<file path="config.mk">
export PLATFORM = sky130hd
export DESIGN_NAME = boot_ldr_top
export DESIGN_NICKNAME = d
export VERILOG_FILES = /design/src/rtl/ldr_pkg.sv /design/src/rtl/ldr_ptr_cnt.sv /design/src/rtl/ldr_cfg_regs.sv /design/src/rtl/ldr_seq.sv /design/src/rtl/boot_ldr_top.sv
export SDC_FILE = /design/constraint.sdc
export NUM_CORES = 1
export LEC_CHECK = 0
export BUFFER_PORTS_ARGS = -buffer_cell sky130_fd_sc_hd__buf_4
export CAP_MARGIN = 20
export CELL_PAD_IN_SITES_DETAIL_PLACEMENT = 0
export CELL_PAD_IN_SITES_GLOBAL_PLACEMENT = 2
export CORE_ASPECT_RATIO = 1.5
export CORE_MARGIN = 2
export CORE_UTILIZATION = 41
export DETAILED_ROUTE_END_ITERATION = 8
export PLACE_DENSITY_LB_ADDON = 0.1
export SYNTH_ARGS = -nofsm -noshare
export SYNTH_HDL_FRONTEND = slang
export SYNTH_SLANG_ARGS = --single-unit
export TNS_END_PERCENT = 10
</file>
<file path="constraint.sdc">
create_clock -name clk -period 2.8 [get_ports clk]
set_clock_uncertainty 0.1 [all_clocks]
set_input_delay 0.56 -clock clk [delete_from_list [all_inputs] [get_ports clk]]
set_output_delay 0.56 -clock clk [all_outputs]
set_load 0.05 [all_outputs]
</file>
<file path="src/rtl/ldr_pkg.sv">
package ldr_pkg;

    localparam int DATA_W  = 8;
    localparam int BYTE_AW = 7;
    localparam int BLK_W   = 4;

    typedef enum logic [2:0] {
        ST_BOOT,
        ST_IDLE,
        ST_ADDR,
        ST_STRB,
        ST_RET,
        ST_DONE
    } ldr_state_e;

    typedef struct packed {
        logic [BLK_W-1:0]   blk;
        logic [BYTE_AW-1:0] byt;
    } rom_ptr_t;

    function automatic logic byte_at_end(logic [BYTE_AW-1:0] b);
        return &b;
    endfunction

    function automatic logic state_loading(ldr_state_e s);
        return (s == ST_ADDR) || (s == ST_STRB) || (s == ST_RET);
    endfunction

endpackage

</file>
<file path="src/rtl/ldr_ptr_cnt.sv">
module ldr_ptr_cnt
    import ldr_pkg::*;
(
    input  logic     clk,
    input  logic     rst,
    input  logic     clr,
    input  logic     adv,
    output rom_ptr_t ptr
);
    localparam logic [BLK_W-1:0]   BLK_ONE  = 1;
    localparam logic [BYTE_AW-1:0] BYTE_ONE = 1;

    always_ff @(posedge clk) begin
        if (rst || clr) begin
            ptr <= '0;
        end else if (adv) begin
            if (byte_at_end(ptr.byt)) begin
                ptr.byt <= '0;
                ptr.blk <= ptr.blk + BLK_ONE;
            end else begin
                ptr.byt <= ptr.byt + BYTE_ONE;
            end
        end
    end
endmodule

</file>
<file path="src/rtl/ldr_cfg_regs.sv">
module ldr_cfg_regs
    import ldr_pkg::*;
#(
    parameter int NUM_REGS = 74
) (
    input  logic               clk,
    input  logic               rst,
    input  logic               we,
    input  logic [BYTE_AW-1:0] widx,
    input  logic [DATA_W-1:0]  wdata,
    input  logic [BYTE_AW-1:0] ridx,
    output logic [DATA_W-1:0]  rdata,
    output logic [BLK_W-1:0]   dev_cnt
);
    localparam logic [BYTE_AW-1:0] LAST_IDX = BYTE_AW'(NUM_REGS - 1);

    logic [DATA_W-1:0] regs [NUM_REGS];

    always_ff @(posedge clk) begin
        if (rst) begin
            for (int i = 0; i < NUM_REGS; i++) regs[i] <= '0;
        end else if (we && (widx <= LAST_IDX)) begin
            regs[widx] <= wdata;
        end
    end

    always_comb begin
        rdata = '0;
        if (ridx <= LAST_IDX) rdata = regs[ridx];
    end

    assign dev_cnt = regs[0][BLK_W-1:0];
endmodule

</file>
<file path="src/rtl/ldr_seq.sv">
module ldr_seq
    import ldr_pkg::*;
#(
    parameter int ROM_WAIT = 2,
    parameter int NUM_REGS = 74
) (
    input  logic             clk,
    input  logic             rst,
    input  logic             eprom_mode,
    input  logic             single,
    input  logic             retrig,
    input  logic             chain_ret,
    input  rom_ptr_t         ptr,
    input  logic [BLK_W-1:0] dev_cnt,
    output logic             ptr_clr,
    output logic             ptr_adv,
    output logic             strobe,
    output logic             load_n,
    output logic             done,
    output logic             wr_en
);
    localparam int WC_W = (ROM_WAIT > 1) ? $clog2(ROM_WAIT) : 1;
    localparam logic [WC_W-1:0]    WAIT_END = WC_W'(ROM_WAIT - 1);
    localparam logic [WC_W-1:0]    WC_ONE   = 1;
    localparam logic [BYTE_AW-1:0] LAST_REG = BYTE_AW'(NUM_REGS - 1);

    ldr_state_e       state, nxt;
    logic [WC_W-1:0]  wcnt;
    logic             last_blk, fin, go, step_ok;

    always_comb begin
        last_blk = single ? (ptr.blk == '0) : (ptr.blk == dev_cnt);
        fin      = last_blk && (ptr.byt == LAST_REG);
        go       = retrig && eprom_mode;
        step_ok  = ((state == ST_STRB) && single) || ((state == ST_RET) && chain_ret);
    end

    always_comb begin
        nxt     = state;
        ptr_clr = 1'b0;
        ptr_adv = 1'b0;
        unique case (state)
            ST_BOOT: begin
                if (eprom_mode) begin
                    nxt     = ST_ADDR;
                    ptr_clr = 1'b1;
                end else begin
                    nxt = ST_IDLE;
                end
            end
            ST_IDLE, ST_DONE: begin
                if (go) begin
                    nxt     = ST_ADDR;
                    ptr_clr = 1'b1;
                end
            end
            ST_ADDR: begin
                if (wcnt == WAIT_END) nxt = ST_STRB;
            end
            ST_STRB: begin
                if (!single) nxt = ST_RET;
            end
            ST_RET: ;
            default: nxt = ST_IDLE;
        endcase
        if (step_ok) begin
            if (fin) begin
                nxt = ST_DONE;
            end else begin
                nxt     = ST_ADDR;
                ptr_adv = 1'b1;
            end
        end
    end

    always_ff @(posedge clk) begin
        if (rst) state <= ST_BOOT;
        else     state <= nxt;
    end

    always_ff @(posedge clk) begin
        if (rst || (state != ST_ADDR)) wcnt <= '0;
        else                           wcnt <= wcnt + WC_ONE;
    end

    assign strobe = (state == ST_STRB);
    assign load_n = !state_loading(state);
    assign done   = (state == ST_DONE);
    assign wr_en  = strobe && (ptr.blk == '0) && (ptr.byt <= LAST_REG);
endmodule

</file>
<file path="src/rtl/boot_ldr_top.sv">
module boot_ldr_top
    import ldr_pkg::*;
#(
    parameter int ROM_WAIT = 2,
    parameter int NUM_REGS = 74
) (
    input  logic               clk,
    input  logic               rst,
    input  logic               eprom_mode_i,
    input  logic               single_i,
    input  logic               retrigger_i,
    input  logic               chain_ret_i,
    input  logic [DATA_W-1:0]  rom_data_i,
    output logic [BYTE_AW-1:0] rom_addr_o,
    output logic [BLK_W-1:0]   rom_blk_o,
    output logic               strobe_o,
    output logic               load_n_o,
    output logic               done_o,
    input  logic [BYTE_AW-1:0] cfg_raddr_i,
    output logic [DATA_W-1:0]  cfg_rdata_o
);
    rom_ptr_t         ptr;
    logic             ptr_clr, ptr_adv, wr_en;
    logic [BLK_W-1:0] dev_cnt;

    ldr_ptr_cnt u_ptr (
        .clk (clk),
        .rst (rst),
        .clr (ptr_clr),
        .adv (ptr_adv),
        .ptr (ptr)
    );

    ldr_seq #(
        .ROM_WAIT (ROM_WAIT),
        .NUM_REGS (NUM_REGS)
    ) u_seq (
        .clk        (clk),
        .rst        (rst),
        .eprom_mode (eprom_mode_i),
        .single     (single_i),
        .retrig     (retrigger_i),
        .chain_ret  (chain_ret_i),
        .ptr        (ptr),
        .dev_cnt    (dev_cnt),
        .ptr_clr    (ptr_clr),
        .ptr_adv    (ptr_adv),
        .strobe     (strobe_o),
        .load_n     (load_n_o),
        .done       (done_o),
        .wr_en      (wr_en)
    );

    ldr_cfg_regs #(
        .NUM_REGS (NUM_REGS)
    ) u_regs (
        .clk     (clk),
        .rst     (rst),
        .we      (wr_en),
        .widx    (ptr.byt),
        .wdata   (rom_data_i),
        .ridx    (cfg_raddr_i),
        .rdata   (cfg_rdata_o),
        .dev_cnt (dev_cnt)
    );

    assign rom_addr_o = ptr.byt;
    assign rom_blk_o  = ptr.blk;
endmodule

</file>
==> impl_summary.log <==
INFO  metric flip_flop_and_latch_count_after_synthesis = 639
INFO  metric cts_tree = done
INFO  metric timing.max_slew.rel_slack = 55.1%
INFO  metric die_y = 334 um
INFO  metric finalSetupViolations = 8
INFO  metric row_count = 120
INFO  metric timing.fmax = 0.288 GHz
INFO  metric crit_type = register to output pin
INFO  metric wl_per_cell = 27.1 um
INFO  metric timing_hold_violations_final = 0
INFO  metric arrival = 2.81 ns
INFO  metric place.detailed.hpwl = 59,500 um
INFO  metric yosysWarningCount = 0
INFO  metric synth_edf_count = 624
INFO  metric clock_tree.root_cell = sky130_fd_sc_hd__clkbuf_16
INFO  metric ys_types = 56
INFO  metric grt_max_degree = 81
INFO  metric total_of_fill_cells_in_the_finished_design = 6,066
INFO  metric power.density = 627 nW/um2
INFO  metric cp-start-kind = register
INFO  metric post_synthesis_instance_total = 1,977
INFO  metric initial_core_utilization = 41.5%
INFO  metric post-route-min-period = 3.47 ns
INFO  metric wirelength_routed = 86,700 um
INFO  metric final-max-slew-violation-count = 0
INFO  metric core = 71,600 um2
INFO  metric grt_first_pass_wirelength = 127,000 um
INFO  metric ctsHtreeMaxLevel = 3
INFO  metric clkSinkCount = 639
INFO  metric drt_drc_violations_left = 0
INFO  metric timing.critical_path.fanout_max = 1
INFO  metric yosysSeqAreaShare = 64.1%
INFO  metric worst_pin_slew = 0.669 ns
INFO  metric initial_antenna_violation_count = 2
INFO  metric violated_checks = negative setup slack
INFO  metric numPortBuffers = 42
INFO  metric status = complete, but fails checks
INFO  metric clock_latency = 0.61 ns
INFO  metric nNetsFinal = 2,261
INFO  metric gr-total-overflow = 0
INFO  metric final_cycle_share = 124%
INFO  metric layout-drive-gt1-share = 28.8%
INFO  metric cellLeakagePower = 12.9 nW
INFO  metric worstHoldPathType = primary input to register
INFO  metric post_synth_instance_area = 29,700 um2
INFO  metric final_util = 49.4%
INFO  metric fin_setup_tns = -4.82 ns
INFO  metric cts.path.max_buffers = 3
INFO  metric antenna_violating_nets_remaining = 0
INFO  metric critPathCaptureType = output pin
INFO  metric ir_drop = 0.000516 V
INFO  metric grt_util_all_layers = 23.8%
INFO  metric first_global_vias = 18,007
INFO  metric routed_via_density = 5.33
INFO  metric post_cts_buffers = 0
INFO  metric first_pass_iters = 5
INFO  metric boundaryPins = 43
INFO  metric num_antenna_cells = 0
INFO  metric dr_total_vias = 17,063
INFO  metric rsz0062_at_grt = yes
INFO  metric width_of_the_chip = 224 um
INFO  metric cp_data_required_time = 2.14 ns
INFO  metric synth_flop_cell = sky130_fd_sc_hd__edfxtp_1
INFO  metric number_of_clock_buffers_inserted_by_tritoncts = 66
INFO  metric area_delta_synth_final = 19.2%
INFO  metric cts.clk_slew.worst_paths = 0.06 ns
INFO  metric dieArea = 74,700 um2
INFO  metric post-route-worst-setup-slack = -0.667 ns
INFO  metric async_reset_ff_share = 0%
INFO  metric post_synth.cell_area_avg = 15.0 um2
INFO  metric cap_viol_max_count = 0
INFO  metric detail_route.iter0.violations = 1,157
INFO  metric gp_routability_congestion = 0.818
==> state kept, by name (all words and copies together), names as in the netlist <==
register / cells
u_seq.wcnt: 1
u_regs.regs: 624
u_seq.state: 3
u_ptr.ptr: 11
==> cell families after synthesis <==
| kind of cell | after synthesis | share of synthesized area [%] |
|---|---|---|
| and+or+nand+nor | 890 | 17.7 |
| DFF | 639 | 64.1 |
| muxes | 197 | 13.4 |
| buffers and inverters | 143 | 2.23 |
| AOI/OAI and AO/OA | 96 | 2.22 |
| xor gates and xnor gates | 7 | 0.206 |
| adders and majority gates | 4 | 0.168 |
| other | 1 | 0.0126 |
==> report_power, final <==
part / leakage, nW / switching (mW) / total (mW) / internal, mW
logic: 5.65 / 1.23 / 2.13 / 0.902
clock network: 1.06 / 3.78 / 8.99 / 5.21
registers: 6.23 / 0.156 / 11.1 / 10.9
total: 12.9 / 5.17 / 22.2 / 17.0
==> what timing repair did <==
| action | in CTS | in global routing |
|---|---|---|
| pin swaps | 3 | 4 |
| cloned | 2 | 0 |
| hold buffers | 0 | 0 |
| gates resized for setup | 18 | 18 |
| endpoints found under the setup margin | 8 | 8 |
==> worst max-delay path: stages, from the launching register on <==
cell,delay (ns)
sky130_fd_sc_hd__edfxtp_1,0.39
sky130_fd_sc_hd__mux4_2,0.55
sky130_fd_sc_hd__mux4_2,0.53
sky130_fd_sc_hd__and3_4,0.20
sky130_fd_sc_hd__a21oi_2,0.11
sky130_fd_sc_hd__buf_6,0.13
sky130_fd_sc_hd__o311ai_4,0.10
sky130_fd_sc_hd__buf_6,0.17
==> routing by layer <==
metal / vias to the layer above / global-route usage [%] / routed length (um)
li1: 7803 / - / -
met1: 8794 / 28.4 / 34000
met2: 345 / 43.9 / 47200
met3: 117 / 2.63 / 2610
met4: 4 / 9.35 / 2840
met5: - / 0 / 27
==> layout by cell type (no fill, tap or decap), types with 5 or more instances in the layout <==
cell / synthesis / final
sky130_fd_sc_hd__nor2_1: 98 / 97
sky130_fd_sc_hd__clkbuf_16: 0 / 73
sky130_fd_sc_hd__a22oi_1: 10 / 6
sky130_fd_sc_hd__buf_12: 0 / 24
sky130_fd_sc_hd__xnor2_1: 7 / 7
sky130_fd_sc_hd__bufinv_16: 0 / 5
sky130_fd_sc_hd__buf_4: 7 / 263
sky130_fd_sc_hd__nor3_1: 8 / 8
sky130_fd_sc_hd__clkbuf_1: 94 / 12
sky130_fd_sc_hd__a221oi_1: 9 / 6
sky130_fd_sc_hd__inv_1: 7 / 7
sky130_fd_sc_hd__mux2_2: 6 / 6
sky130_fd_sc_hd__mux2i_1: 31 / 28
sky130_fd_sc_hd__or2_1: 24 / 24
sky130_fd_sc_hd__o21ai_0: 15 / 15
sky130_fd_sc_hd__clkinv_2: 0 / 9
sky130_fd_sc_hd__dfxtp_1: 15 / 15
sky130_fd_sc_hd__and2_1: 599 / 599
sky130_fd_sc_hd__nand2_1: 33 / 31
sky130_fd_sc_hd__edfxtp_1: 624 / 624
sky130_fd_sc_hd__clkinv_1: 1 / 14
sky130_fd_sc_hd__nor2_2: 9 / 10
sky130_fd_sc_hd__conb_1: 1 / 20
sky130_fd_sc_hd__a21oi_1: 16 / 15
sky130_fd_sc_hd__nand3_1: 23 / 18
sky130_fd_sc_hd__a22o_1: 5 / 5
sky130_fd_sc_hd__nor2b_1: 16 / 16
sky130_fd_sc_hd__nand4_2: 7 / 7
sky130_fd_sc_hd__mux4_2: 160 / 160
sky130_fd_sc_hd__buf_6: 11 / 12
sky130_fd_sc_hd__a211oi_1: 6 / 6
sky130_fd_sc_hd__or2_2: 53 / 53
sky130_fd_sc_hd__o22ai_1: 12 / 11
==> synthesized netlist by cell type (2+ instances only) <==
master / n / area [um2]
sky130_fd_sc_hd__buf_4: 7 / 52.6
sky130_fd_sc_hd__nand2_1: 33 / 124
sky130_fd_sc_hd__buf_1: 8 / 30.0
sky130_fd_sc_hd__clkbuf_1: 94 / 353
sky130_fd_sc_hd__o22ai_1: 12 / 75.1
sky130_fd_sc_hd__mux4_2: 160 / 3600
sky130_fd_sc_hd__dfxtp_1: 15 / 300
sky130_fd_sc_hd__a221oi_1: 9 / 78.8
sky130_fd_sc_hd__a2111oi_0: 2 / 17.5
sky130_fd_sc_hd__nand4_1: 4 / 25.0
sky130_fd_sc_hd__nor2b_1: 16 / 100
sky130_fd_sc_hd__a211oi_1: 6 / 45.0
sky130_fd_sc_hd__o221ai_1: 4 / 35.0
sky130_fd_sc_hd__nor3_1: 8 / 40.0
sky130_fd_sc_hd__buf_6: 11 / 124
sky130_fd_sc_hd__ha_1: 4 / 50.1
sky130_fd_sc_hd__nor3b_1: 3 / 22.5
sky130_fd_sc_hd__a22oi_1: 10 / 75.1
sky130_fd_sc_hd__buf_2: 14 / 70.1
sky130_fd_sc_hd__and3_1: 4 / 25.0
sky130_fd_sc_hd__mux2_2: 6 / 67.6
sky130_fd_sc_hd__nor2_2: 9 / 56.3
sky130_fd_sc_hd__o21ai_0: 15 / 75.1
sky130_fd_sc_hd__xnor2_1: 7 / 61.3
sky130_fd_sc_hd__inv_1: 7 / 26.3
sky130_fd_sc_hd__nor2_1: 98 / 368
sky130_fd_sc_hd__a22o_1: 5 / 43.8
sky130_fd_sc_hd__and2_1: 599 / 3750
sky130_fd_sc_hd__mux2i_1: 31 / 310
sky130_fd_sc_hd__nand2b_1: 4 / 25.0
sky130_fd_sc_hd__or2_1: 24 / 150
sky130_fd_sc_hd__nand3_1: 23 / 115
sky130_fd_sc_hd__a311oi_1: 2 / 17.5
sky130_fd_sc_hd__o31ai_1: 2 / 15.0
sky130_fd_sc_hd__a31oi_1: 4 / 25.0
sky130_fd_sc_hd__a21oi_1: 16 / 80.1
sky130_fd_sc_hd__or2_2: 53 / 332
sky130_fd_sc_hd__edfxtp_1: 624 / 18700
sky130_fd_sc_hd__nand4_2: 7 / 87.6
==> stage by stage <==
stage	instance area [um2]	cells	power, mW	hold slack (ns)	worst slack (ns)
finish	35400	3202	22.2	0.167	-0.667
CTS	35300	3202	22.4	0.125	-0.717
floorplan	29900	1996	12.4	0.445	-0.407
global route	35400	3202	22.9	0.179	-0.729
detailed placement	33000	3081	13.4	0.423	-0.847
global placement	33000	3081	13.4	0.418	-0.845
==> final cells by class <==
type / count / area, um2 / share of cell area [%]
sequential: 639 / 19000 / 53.8
multi-input combinational: 1214 / 10200 / 28.9
timing repair buffer: 306 / 2780 / 7.85
clock buffer: 86 / 1890 / 5.33
tap: 915 / 1140 / 3.23
clock inverter: 33 / 288 / 0.813
inverter: 9 / 33.8 / 0.0954
==> path summary, 6_finish.rpt <==
path | start | endpoint | slack (ns) | cells after the start
hold / removal | retrigger_i | u_seq.state[0] | 0.17 | 4
setup / recovery | u_regs.regs[63][5] | cfg_rdata_o[5] | -0.67 | 7
setup reg to reg | u_ptr.ptr[8] | u_regs.regs[17][7] | 0.20 | 8
hold reg to reg | u_ptr.ptr[10] | u_ptr.ptr[10] | 0.44 | 2
No activity file was read; power rests on OpenSTA's default activity.
